File: src/rtl/tmr_pkg.sv
package tmr_pkg;

    localparam int WORD_W   = 32;
    localparam int BIT_DOWN = 1;
    localparam int BIT_AUTO = 4;
    localparam int BIT_IE   = 6;
    localparam int BIT_EN   = 7;
    localparam int BIT_PEND = 8;

    localparam logic [WORD_W-1:0] PEND_MASK = WORD_W'(1) << BIT_PEND;
    localparam logic [WORD_W-1:0] ALL_ONES  = '1;

    typedef enum logic [1:0] {
        W_CTRL  = 2'd0,
        W_LOAD  = 2'd1,
        W_COUNT = 2'd2,
        W_SPARE = 2'd3
    } word_e;

    typedef struct packed {
        logic [WORD_W-1:0] ctrl;
        logic [WORD_W-1:0] load;
        logic [WORD_W-1:0] cnt;
        logic              pend;
    } chan_state_t;

    function automatic logic at_terminal(input logic down, input logic [WORD_W-1:0] cnt);
        return down ? (cnt == '0) : (cnt == ALL_ONES);
    endfunction

    function automatic logic [WORD_W-1:0] step_count(input logic down, input logic [WORD_W-1:0] cnt);
        return down ? (cnt - WORD_W'(1)) : (cnt + WORD_W'(1));
    endfunction

endpackage

File: src/rtl/tmr_addr_dec.sv
module tmr_addr_dec
    import tmr_pkg::*;
#(
    parameter int NUM_CH = 4,
    parameter int ADDR_W = 6,
    parameter int CH_W   = 2
) (
    input  logic [ADDR_W-1:0] addr,
    output logic [CH_W-1:0]   ch,
    output word_e             word,
    output logic              hit
);
    localparam int IW = ADDR_W - 2;
    localparam logic [31:0] NUM_U = NUM_CH;

    logic [IW-1:0] idx;

    always_comb begin
        idx  = addr[ADDR_W-1:2];
        ch   = idx[CH_W-1:0];
        word = word_e'(addr[1:0]);
        hit  = ({{(32-IW){1'b0}}, idx} < NUM_U);
    end
endmodule

File: src/rtl/tmr_channel.sv
module tmr_channel
    import tmr_pkg::*;
(
    input  logic              clk,
    input  logic              rst,
    input  logic              tick,
    input  logic              wr_ctrl,
    input  logic              wr_load,
    input  logic [WORD_W-1:0] wdata,
    output chan_state_t       st_q
);
    logic running;
    logic down;
    logic term;

    always_comb begin
        running = st_q.ctrl[BIT_EN];
        down    = st_q.ctrl[BIT_DOWN];
        term    = at_terminal(down, st_q.cnt);
    end

    always_ff @(posedge clk) begin
        if (rst) begin
            st_q <= '0;
        end else begin
            if (wr_ctrl) begin
                st_q.ctrl <= wdata & ~PEND_MASK;
                if (wdata[BIT_PEND]) begin
                    st_q.pend <= 1'b0;
                end
                if (wdata[BIT_EN]) begin
                    st_q.cnt <= st_q.load;
                end
            end else if (running && tick) begin
                if (term) begin
                    st_q.pend <= 1'b1;
                    if (st_q.ctrl[BIT_AUTO]) begin
                        st_q.cnt <= st_q.load;
                    end else begin
                        st_q.ctrl[BIT_EN] <= 1'b0;
                    end
                end else begin
                    st_q.cnt <= step_count(down, st_q.cnt);
                end
            end
            if (wr_load) begin
                st_q.load <= wdata;
            end
        end
    end
endmodule

File: src/rtl/tmr_rd_mux.sv
module tmr_rd_mux
    import tmr_pkg::*;
#(
    parameter int NUM_CH = 4,
    parameter int CH_W   = 2
) (
    input  logic [NUM_CH-1:0][WORD_W-1:0] ctrl_v,
    input  logic [NUM_CH-1:0][WORD_W-1:0] load_v,
    input  logic [NUM_CH-1:0][WORD_W-1:0] cnt_v,
    input  logic [NUM_CH-1:0]             pend_v,
    input  logic [CH_W-1:0]               ch,
    input  word_e                         word,
    input  logic                          hit,
    output logic [WORD_W-1:0]             rd_word
);
    always_comb begin
        rd_word = '0;
        if (hit) begin
            unique case (word)
                W_CTRL:  rd_word = ctrl_v[ch] | (pend_v[ch] ? PEND_MASK : '0);
                W_LOAD:  rd_word = load_v[ch];
                W_COUNT: rd_word = cnt_v[ch];
                W_SPARE: rd_word = '0;
            endcase
        end
    end
endmodule

File: src/rtl/tmr_bank.sv
module tmr_bank
    import tmr_pkg::*;
#(
    parameter int NUM_CH = 4,
    parameter int ADDR_W = 6
) (
    input  logic              clk,
    input  logic              rst,
    input  logic              tick,
    input  logic              bus_wr,
    input  logic              bus_rd,
    input  logic [ADDR_W-1:0] bus_addr,
    input  logic [31:0]       bus_wdata,
    output logic [31:0]       bus_rdata,
    output logic              bus_rvalid,
    output logic              irq
);
    localparam int CH_W = (NUM_CH > 1) ? $clog2(NUM_CH) : 1;

    logic [CH_W-1:0] sel_ch;
    word_e           sel_word;
    logic            sel_hit;

    chan_state_t [NUM_CH-1:0]      st_v;
    logic [NUM_CH-1:0][WORD_W-1:0] ctrl_v;
    logic [NUM_CH-1:0][WORD_W-1:0] load_v;
    logic [NUM_CH-1:0][WORD_W-1:0] cnt_v;
    logic [NUM_CH-1:0]             pend_v;
    logic [NUM_CH-1:0]             ie_v;
    logic [NUM_CH-1:0]             wr_ctrl_v;
    logic [NUM_CH-1:0]             wr_load_v;
    logic [WORD_W-1:0]             rd_word;
    logic [WORD_W-1:0]             rdata_q;
    logic                          rvalid_q;

    tmr_addr_dec #(.NUM_CH(NUM_CH), .ADDR_W(ADDR_W), .CH_W(CH_W)) u_dec (
        .addr (bus_addr),
        .ch   (sel_ch),
        .word (sel_word),
        .hit  (sel_hit)
    );

    for (genvar i = 0; i < NUM_CH; i++) begin : g_ch
        logic sel_me;
        assign sel_me       = bus_wr && sel_hit && (sel_ch == CH_W'(i));
        assign wr_ctrl_v[i] = sel_me && (sel_word == W_CTRL);
        assign wr_load_v[i] = sel_me && (sel_word == W_LOAD);

        tmr_channel u_chan (
            .clk     (clk),
            .rst     (rst),
            .tick    (tick),
            .wr_ctrl (wr_ctrl_v[i]),
            .wr_load (wr_load_v[i]),
            .wdata   (bus_wdata),
            .st_q    (st_v[i])
        );

        assign ctrl_v[i] = st_v[i].ctrl;
        assign load_v[i] = st_v[i].load;
        assign cnt_v[i]  = st_v[i].cnt;
        assign pend_v[i] = st_v[i].pend;
        assign ie_v[i]   = st_v[i].ctrl[BIT_IE];
    end

    tmr_rd_mux #(.NUM_CH(NUM_CH), .CH_W(CH_W)) u_mux (
        .ctrl_v  (ctrl_v),
        .load_v  (load_v),
        .cnt_v   (cnt_v),
        .pend_v  (pend_v),
        .ch      (sel_ch),
        .word    (sel_word),
        .hit     (sel_hit),
        .rd_word (rd_word)
    );

    always_ff @(posedge clk) begin
        if (rst) begin
            rdata_q  <= '0;
            rvalid_q <= 1'b0;
        end else begin
            rvalid_q <= bus_rd;
            if (bus_rd) begin
                rdata_q <= rd_word;
            end
        end
    end

    assign bus_rdata  = rdata_q;
    assign bus_rvalid = rvalid_q;
    assign irq        = |(pend_v & ie_v);
endmodule

File: config.mk
export PLATFORM = sky130hd
export DESIGN_NAME = tmr_bank
export DESIGN_NICKNAME = d
export VERILOG_FILES = /design/src/rtl/tmr_pkg.sv /design/src/rtl/tmr_addr_dec.sv /design/src/rtl/tmr_channel.sv /design/src/rtl/tmr_rd_mux.sv /design/src/rtl/tmr_bank.sv
export SDC_FILE = /design/constraint.sdc
export NUM_CORES = 1
export LEC_CHECK = 0
export BUFFER_PORTS_ARGS = -buffer_cell sky130_fd_sc_hd__buf_2
export CELL_PAD_IN_SITES_DETAIL_PLACEMENT = 1
export CELL_PAD_IN_SITES_GLOBAL_PLACEMENT = 2
export CORE_ASPECT_RATIO = 1.25
export CORE_MARGIN = 3
export CORE_UTILIZATION = 25
export DETAILED_ROUTE_END_ITERATION = 12
export PLACE_DENSITY = 0.65
export SYNTH_ARGS = -nofsm -noshare
export SYNTH_HDL_FRONTEND = slang
export SYNTH_SLANG_ARGS = --single-unit
File: constraint.sdc
create_clock -name clk -period 5.9 [get_ports clk]
set_clock_uncertainty 0.15 [all_clocks]
set_input_delay 1.18 -clock clk [delete_from_list [all_inputs] [get_ports clk]]
set_output_delay 1.18 -clock clk [all_outputs]
set_load 0.02 [all_outputs]
# After elaboration in Yosys (flattened, before gate mapping)
# Cells that the tools add are included.
# op_classes
addsub	8
magnitude_cmp	2
eq_ne	26
mux	60
bitwise	2
reduce_logical	44
# ops
cell	count
$mux 32	20
$mux 33	8
$bmux 32 s2	3
$add 32x1->32 const B	4
$eq 32x32->1 const B	4
$logic_not 32->1	4
$pmux 32 s4	1
$sub 32x1->32 const B	4
$reduce_and 3->1	12
$or 32x32->32	1
$mux 1	26
$logic_and 1x1->1	17
$ne 2x2->1 const B	8
$reduce_bool 2->1	8
$ne 3x1->1 const B	4
$mux 9	1
$eq 2x2->1 const B	4
$ne 2x1->1 const B	4
$and 4x4->4	1
$eq 2x1->1 const B	2
$logic_not 2->1	2
$lt 4x3->1 const B	1
$reduce_or 4->1	1
$lt 2x3->1 const B	1
$bmux 1 s2	1
# totals
register_bits	417
input_bits	43
out_inout_bits	34
wordCells	164

# Depth between registers and ports, before layout
# Gate-level depths: netlist of the first run.
# logic_depth
ltp_word	6
ltp_mapped	15
mapped_depth_nobuf	12

# Cells and area by module
# From an unflattened synthesis of the first run, not the netlist that was laid out.
# unflattened
cells_unflattened	3061
hier_area_um2	26783.2
# by_module_without_submodules
mod	n_inst	cells_per_inst	area_each_um2	seq_area_each_um2
tmr_channel at g_ch[1].u_chan ...	3	651	5520.3	1921.8
tmr_channel at g_ch[0].u_chan	1	661	5521.5	1921.8
tmr_rd_mux	1	320	3408.3	0.0
tmr_bank	1	122	1258.7	660.6
tmr_addr_dec	1	5	33.8	0.0

# Worst setup path before layout of the first run
# Ideal clock, no wire load.
# synth_timing
kind	reg2reg
start	reg g_ch[1].u_chan.st_q[66] (netlist name)
end	reg g_ch[1].u_chan.st_q[25] (netlist name)
t_arrival_ns	3.508
slack_ns	2.106
path_stages_with_launch	13
cell_sequence	dfxtp_1 > ha_1 > a21o_1 > a21oi_2 > o21bai_2 > a2111oi_2 > o41a_2 > o21ai_2 > a211o_1 > a31oi_2 > nor2_1 > a2111oi_2 > o32ai_1
# synth_via
elab_chain_len	4
# synth_rtl
item	line	rtl
start, declared	tmr_channel.sv:10	output chan_state_t st_q
$mux 32 / $mux 1 (equally long branches)	tmr_pkg.sv:32, tmr_pkg.sv:28	
$mux 32	tmr_channel.sv:35	if (term) begin
$mux 33	tmr_channel.sv:34	end else if (running && tick) begin
$mux 33	tmr_channel.sv:26	if (wr_ctrl) begin
# Several ways; a longest one is shown, not always the timed one. The select of a mux whose other input is x is not followed.
# A chain may end at the register's enable or synchronous reset.

# Final worst setup path of the first run
# layout_timing
start	reg g_ch[3].u_chan.st_q[66] (netlist name)
end	reg g_ch[3].u_chan.st_q[32] (netlist name)
# layout_via
elab_chain_len	4
# layout_rtl
item	line
start, declared	tmr_channel.sv:10
$mux 32 / $mux 1 (equally long branches)	tmr_pkg.sv:32, tmr_pkg.sv:28
$mux 32	tmr_channel.sv:35
$mux 33	tmr_channel.sv:34
$mux 33	tmr_channel.sv:26
# Several ways; a longest one is shown, not always the timed one. The select of a mux whose other input is x is not followed.

==> metrics.txt, run 1 <==
Post-synth EDFFs 0; first-pass GRT wire length about 170,000 um; Worst setup SP type flop; hold slack between 0.3 and 0.4 ns; ranking of synthesized cells by area dfxtp_1 (33%), nand2_1 (9.4%), mux4_2 (8.5%); Total GRT Usage 21.5%; DR WL/cell around 26 um; postcts setup bufs 0; Placer Congestion 0.914; Register-to-Register Path Depth 12; Max Clk Rate approximately 0.24 GHz; Final WS setup about 1.7 ns; largest net degree at the start of global routing between 100 and 150; share of layout cells above drive strength 1 a little over a tenth; clk sinks approximately 420; Clock Tree Buf Depth 3; Rows 130; DP HPWL 86,800 um; layout overhead on the synthesized area 12.7%; RSZ-0062 raised after global routing false; num ports a little under 80; Worst Max-Slew Pin Slew approximately 1.1 ns; Die H around 360 um; post-cts hold buffer count 0; Setup violations, final 0; Congestion Overflow GR 0; PostCTS Resize Cnt 0; most frequent cell after synthesis nand2_1; dominant cell type by area after synthesis dfxtp_1; Yosys cell types 80; Synth Area in XOR/XNOR ~3.4%; number of global-route vias before repair 24,155; Worst EP required between 6 and 7 ns; Iter 0 DRT Violations ~1,800; fin crit share between 70% and 80%; antenna-violating nets left 0; vias approximately 24,000; largest family of logic cells by synthesized area simple AND/OR/NAND/NOR gates; CTS tree built; crit-path max FO 23; syn_nets roughly 3,400; Final Hold Viols 0; post-layout min period between 4 and 5 ns; Synth Area in Compound Gates 20.5%; Die W between 200 and 300 um; setup TNS 0 ns; worst-skew pair later-pin latency about 0.65 ns; Worst Hold Class flop to flop; power density cells 227 mW/mm^2; vias per cell around 5.4; Yosys top cell area share between 30% and 40%; Post-synth top flop dfxtp_1; Setup Crit Path Kind flop to flop; Leak 10.4 nW; syn_area_per_cell 7.95 um^2; peak supply drop 0.188 mV; full die area approximately 0.11 mm^2; multiplexer share of the synthesized area 10.9%; WP data arrival between 4 and 5 ns; placed cell areas between 0.02 and 0.03 mm^2; Synth Area in Adders 6.20%; area of the mapped netlist between 0.02 and 0.03 mm^2; total CTS buffers 51; Hold Crit Depth 2; synthesized netlist cell count around 3,200; #FFs+latches synth 417; Final Power around 6.5 mW; number of max-cap violations 0; Post-Route WL between 100,000 and 150,000 um; antenna violations before repair 12; share of async-settable or async-resettable flops after synthesis 0%; DR DRC count 0; Commonest cells post-synth nand2_1 (639), a21oi_1 (430), dfxtp_1 (417), nor2_1 (259), clkbuf_1 (178); fin area approximately 0.029 mm^2; Setup crit end kind flop; first drt pass iteration count 5; register area share after synthesis 32.7%; Port Buffers 76; Final nets approximately 3,300; Slew HR between 20% and 30%; clk root buf clkbuf_16; core area between 0.1 and 0.15 mm^2; initial cell density of the core 25.3%; post-synthesis simple-gate area fraction around a fifth; max-slew violations 0; Ys Warns 0; clock slew at reported path FFs around 0.060 ns; DP Worst Slack 1.06 ns; status completed; H-Tree Depth 2
## layout by cell type, fill, tap and decap left out, types with 5 or more instances in the layout
cell,count
mux2i_1,63
and4_1,7
o31ai_1,10
o211ai_1,25
o21a_1,25
a21o_1,56
ha_1,120
and3_1,17
nand3_2,5
clkbuf_8,12
nor2b_1,49
a41oi_1,9
o21ai_0,93
nand2_1,637
nor3_1,67
or3_1,9
and2_1,7
xor2_1,39
o21bai_1,14
clkinv_2,14
or4_1,6
nor4_1,34
a211oi_1,73
clkbuf_1,10
nand2b_1,15
nand3_1,50
clkbuf_16,51
inv_1,69
buf_4,40
o21ai_1,5
a31oi_1,31
o22ai_1,39
nand4_1,49
nor2_1,257
dfxtp_1,417
xnor2_1,59
buf_2,73
a21oi_1,430
mux4_2,96
## layout make-up
| type | instances | area, um^2 |
|---|---|---|
| inverter | 69 | 259 |
| multi-input combinational | 2486 | 16000 |
| clock inverter | 23 | 273 |
| sequential | 417 | 8350 |
| tap | 1320 | 1650 |
| fill | 12078 | 72100 |
| antenna | 2 | 5.00 |
| clock buffer | 73 | 1480 |
| timing repair buffer | 120 | 783 |
## cell families after synthesis
kind of cell	count (synthesis)
AOI/OAI and AO/OA	868
xor gates and xnor gates	98
adders and majority gates	124
buffers and inverters	308
DFF	417
muxes	159
and+or+nand+nor	1237
## flip-flops by register name (all words and copies together) (netlist names)
name / count
g_ch.u_chan.st_q: 384
bus_rvalid: 1
bus_rdata: 32
## through the flow
step / std cells / util [%]
after floorplan: 3211 / -
after global placement: 4412 / 26.8
after detailed placement: 4412 / 26.8
after CTS: 4508 / 28.5
after global routing: 4508 / 28.5
final: 4510 / 28.5
## worst max-delay path, cell delays in order, from the launching register on
cell and delay [ns]:
dfxtp_1 0.68, buf_4 0.43, ha_1 0.36, a21oi_1 0.23, o21ai_0 0.17, a21oi_1 0.23
a41oi_1 0.17, o21ai_1 0.26, o21ai_0 0.20, o41ai_1 0.44, xnor2_1 0.30, mux2i_1 0.29
a31oi_1 0.10
## path summary, 6_finish.rpt
| kind | startpoint | to | slack [ns] |
|---|---|---|---|
| max | g_ch[3].u_chan.st_q[66] | g_ch[3].u_chan.st_q[32] | 1.70 |
| min | g_ch[1].u_chan.st_q[86] | g_ch[1].u_chan.st_q[86] | 0.30 |
| max reg2reg | g_ch[3].u_chan.st_q[66] | g_ch[3].u_chan.st_q[32] | 1.70 |
| min reg2reg | g_ch[1].u_chan.st_q[86] | g_ch[1].u_chan.st_q[86] | 0.30 |
## metal layers
layer | global-route usage (%) | vias to the layer above | share of wire [%]
met5 | 0 | - | 0.029
met4 | 8.78 | 6 | 4.5
met3 | 3.07 | 177 | 5.0
met2 | 36.0 | 569 | 47
met1 | 27.7 | 12118 | 44
li1 | - | 11351 | -
## power by group
part	internal, mW	switching, mW
Clock	1.93	1.42
Sequential	2.83	0.0225
Combinational	0.0872	0.231
Total	4.85	1.67
(Power assumes the default switching activity.)
==> run 2, diff against run 1 <==
--- a/config.mk
+++ b/config.mk
@@ -5,6 +5,7 @@
 export SDC_FILE = /design/constraint.sdc
 export NUM_CORES = 1
 export LEC_CHECK = 0
+export ABC_AREA = 1
 export BUFFER_PORTS_ARGS = -buffer_cell sky130_fd_sc_hd__buf_2
 export CELL_PAD_IN_SITES_DETAIL_PLACEMENT = 1
 export CELL_PAD_IN_SITES_GLOBAL_PLACEMENT = 2
@@ -12,7 +13,7 @@
 export CORE_MARGIN = 3
 export CORE_UTILIZATION = 25
 export DETAILED_ROUTE_END_ITERATION = 12
-export PLACE_DENSITY = 0.65
+export PLACE_DENSITY = 0.73
 export SYNTH_ARGS = -nofsm -noshare
 export SYNTH_HDL_FRONTEND = slang
 export SYNTH_SLANG_ARGS = --single-unit
==> constraint.sdc (replaced) <==
create_clock -name clk -period 3.55 [get_ports clk]
set_clock_uncertainty 0.15 [all_clocks]
set_input_delay 0.71 -clock clk [delete_from_list [all_inputs] [get_ports clk]]
set_output_delay 0.71 -clock clk [all_outputs]
set_load 0.02 [all_outputs]
==> run 2 against run 1 <==
Against the previous run: routed wire length up 25%; setup slack worse by 1.1 ns; via count up 33%; count of clock-buffer cells in the layout down 2; power up 64%; non-clock buffer count up 27; worst hold slack worse by 0.0062 ns; combinational power rose to 2.6 times the previous value; clock power up 53%; fmax up 43%.
==> metrics.txt, run 2 <==
Flop pwr share 44.5% (+0.8 points); Final WS setup 0.620 ns (-1.08 ns); placed insts 6,391 (+45%); Congestion Overflow GR 0 (unchanged); Cell Int Power 7.80 mW (+61%); power density cells 327 mW/mm^2 (+44%); post-cts hold buffer count 0 (unchanged); Iter 0 DRT Violations 2,407 (+31%); Synth Area in XOR/XNOR 1.84% (-1.5 points); #FFs+latches synth 417 (unchanged); share of async-settable or async-resettable flops after synthesis 0% (unchanged); Slew HR 41.6% (+15 points); DR WL/cell 22.5 um (-13%); CTS tree built; first-pass GRT wire length 214,000 um (+26%); net switching power 2.90 mW (+73%); Setup Crit Path Kind flop to flop; Yosys top cell area share 28.7% (-4.0 points); Setup violations, final 0 (unchanged); Rows 139 (+6.9%); share of layout cells above drive strength 1 6.11% (-4.6 points); Worst setup SP type flop; Leak 14.8 nW (+42%); max FFs per register 384 (unchanged); fin area 0.0327 mm^2 (+14%); clock slew at reported path FFs 0.06 ns (about the same); total CTS buffers 48 (-5.9%); post-layout min period 2.93 ns (-1.27 ns); DP HPWL 115,000 um (+32%); PostCTS Resize Cnt 0 (unchanged); clock network fraction of design power 47.7% (-3.7 points); Die W 311 um (+6.5%); most frequent cell after synthesis nand2_1; Setup crit end kind flop; layout overhead on the synthesized area 12.7% (about the same); post-synthesis simple-gate area fraction 33.9% (+13 points); DR DRC count 0 (unchanged); Synth Area in Compound Gates 17.8% (-2.7 points); Fillers 15,145 (+25%); multiplexer share of the synthesized area 0% (-11 points); peak supply drop 0.332 mV (+77%); largest net degree at the start of global routing 112 (-16%); fin crit share 82.5% (+11 points); Post-synth EDFFs 0 (unchanged); WP data arrival 3.29 ns (-1.25 ns); Port Buffers 76 (unchanged); placed cell areas 0.0312 mm^2 (+15%); syn_nets 5,063 (+50%); largest register by flop count g_ch.u_chan.st_q; Net Sw Frac 27.1% (+1.4 points); max-slew violations 0 (unchanged); Worst Max-Slew Pin Slew 0.875 ns (-0.216 ns); Post-synth top flop dfxtp_1; syn_area_per_cell 5.93 um^2 (-25%); initial cell density of the core 25.2% (-0.085 points); RSZ-0062 raised after global routing false; Die H 387 um (+6.6%); largest family of logic cells by synthesized area simple AND/OR/NAND/NOR gates; Total GRT Usage 23.5% (+2.0 points); hold slack 0.296 ns (-0.00619 ns); first drt pass iteration count 5 (unchanged); core area 0.115 mm^2 (+14%); Comb pwr share 7.8% (+2.9 points); commonest non-fill, non-tap cells in the layout nand2_1 (1,437), inv_1 (696), nor2_1 (564); antenna-violating nets left 0 (unchanged); clk root buf clkbuf_16; commonest non-fill, non-tap cell in the layout nand2_1; Final nets 5,057 (+53%); postcts setup bufs 0 (unchanged); ranking of synthesized cells by area dfxtp_1 (29%), nand2_1 (19%), inv_1 (9.0%); Synth Area in Adders 5.45% (-0.75 points); Commonest cells post-synth nand2_1 (1,441), inv_1 (696), nor2_1 (564), a21oi_1 (425), dfxtp_1 (417); Yosys cell types 51 (-36%); vias per cell 4.97 (-7.4%); dominant cell type by area after synthesis dfxtp_1; Post-Route WL 146,000 um (+25%); number of global-route vias before repair 32,183 (+33%); crit-path max FO 29 (+26%); Max Clk Rate 0.341 GHz (+43%); number of max-cap violations 0 (unchanged); full die area 0.120 mm^2 (+14%); DP Worst Slack 0.264 ns (-0.799 ns); Placer Congestion 0.936 (+2.4%); synthesized netlist cell count 4,896 (+52%); Final Power 10.7 mW (+64%); register area share after synthesis 28.7% (-4.0 points); vias 32,219 (+33%); antenna violations before repair 18 (+6); area of the mapped netlist 0.0290 mm^2 (+14%); Worst Hold Class flop to flop; utilization after layout 28.4% (-0.10 points); setup TNS 0 ns (unchanged); status completed; H-Tree Depth 2 (unchanged); clk sinks 417 (unchanged); Clock Tree Buf Depth 3 (unchanged); final non-filler cell total 6,480 (+44%); num ports 77 (unchanged); worst-skew pair later-pin latency 0.62 ns (-0.03 ns); Worst EP required 3.91 ns (-2.33 ns); Ys Warns 0 (unchanged); Final Hold Viols 0 (unchanged)
run 2: cell count changes after synthesis, moves of 63 or more:
cell      before   now
nand3_1       54   294
o21ai_0       94   366
mux2i_1       63     0
a211oi_1      73     2
mux4_2        96     0
nand2_1      639  1441
inv_1         69   696
nor2_1       259   564
run 2: power by group through the flow:
stage               clock (mW)  sequential, mW  combinational (mW)
floorplan                    0            4.85               0.425
global placement             0            4.86               0.807
detailed placement           0            4.86               0.814
CTS                       5.19            4.76               0.816
global route              5.36            4.76               0.882
finish                    5.11            4.76               0.831
run 2: critical path, cell delays in order, from the launching register on:
cell     delay [ns]
dfxtp_1        0.31
buf_4          0.29
inv_1          0.24
or2_2          0.34
nor2_1         0.09
nand4_1        0.12
nand3_2        0.16
nand2_1        0.11
nand2_1        0.10
nand2_2        0.20
inv_2          0.46
nand2_1        0.09
a21oi_1        0.16
run 2: final cells by class:
| cell class | count | area (um^2) | area share [%] |
|---|---|---|---|
| diodes | 4 | 10.0 | 0.0306 |
| clock buffers | 71 | 1440 | 4.39 |
| clock inverters | 14 | 134 | 0.409 |
| inverters | 713 | 2680 | 8.20 |
| multi-input cells | 3563 | 17100 | 52.4 |
| flip-flops and latches | 417 | 8350 | 25.5 |
| well taps | 1551 | 1940 | 5.93 |
| repair buffers | 147 | 1040 | 3.18 |
run 2: path summary, 6_finish.rpt:
check	start	endpoint	slack [ns]	cells past startpoint
max	g_ch[1].u_chan.st_q[66]	g_ch[1].u_chan.st_q[21]	0.62	12
min	g_ch[3].u_chan.st_q[83]	g_ch[3].u_chan.st_q[83]	0.30	2
max reg2reg	g_ch[1].u_chan.st_q[66]	g_ch[1].u_chan.st_q[21]	0.62	12
min reg2reg	g_ch[3].u_chan.st_q[83]	g_ch[3].u_chan.st_q[83]	0.30	2
run 2: metal layers:
layer	share of wire, %	vias up	GRT usage [%]
li1	-	15600	-
met1	42	15486	29.1
met2	48	888	40.8
met3	5.0	243	2.42
met4	5.2	2	10.5
met5	0.0096	-	0
run 2: kinds of logic (layout without fill, tap and decap cells):
logic type,count (synthesis),in the layout
adders and majority gates,124,124
and+or+nand+nor,2429,2429
AOI/OAI and AO/OA,949,949
DFF,417,417
xor gates and xnor gates,61,61
other,0,4
buffers and inverters,916,945
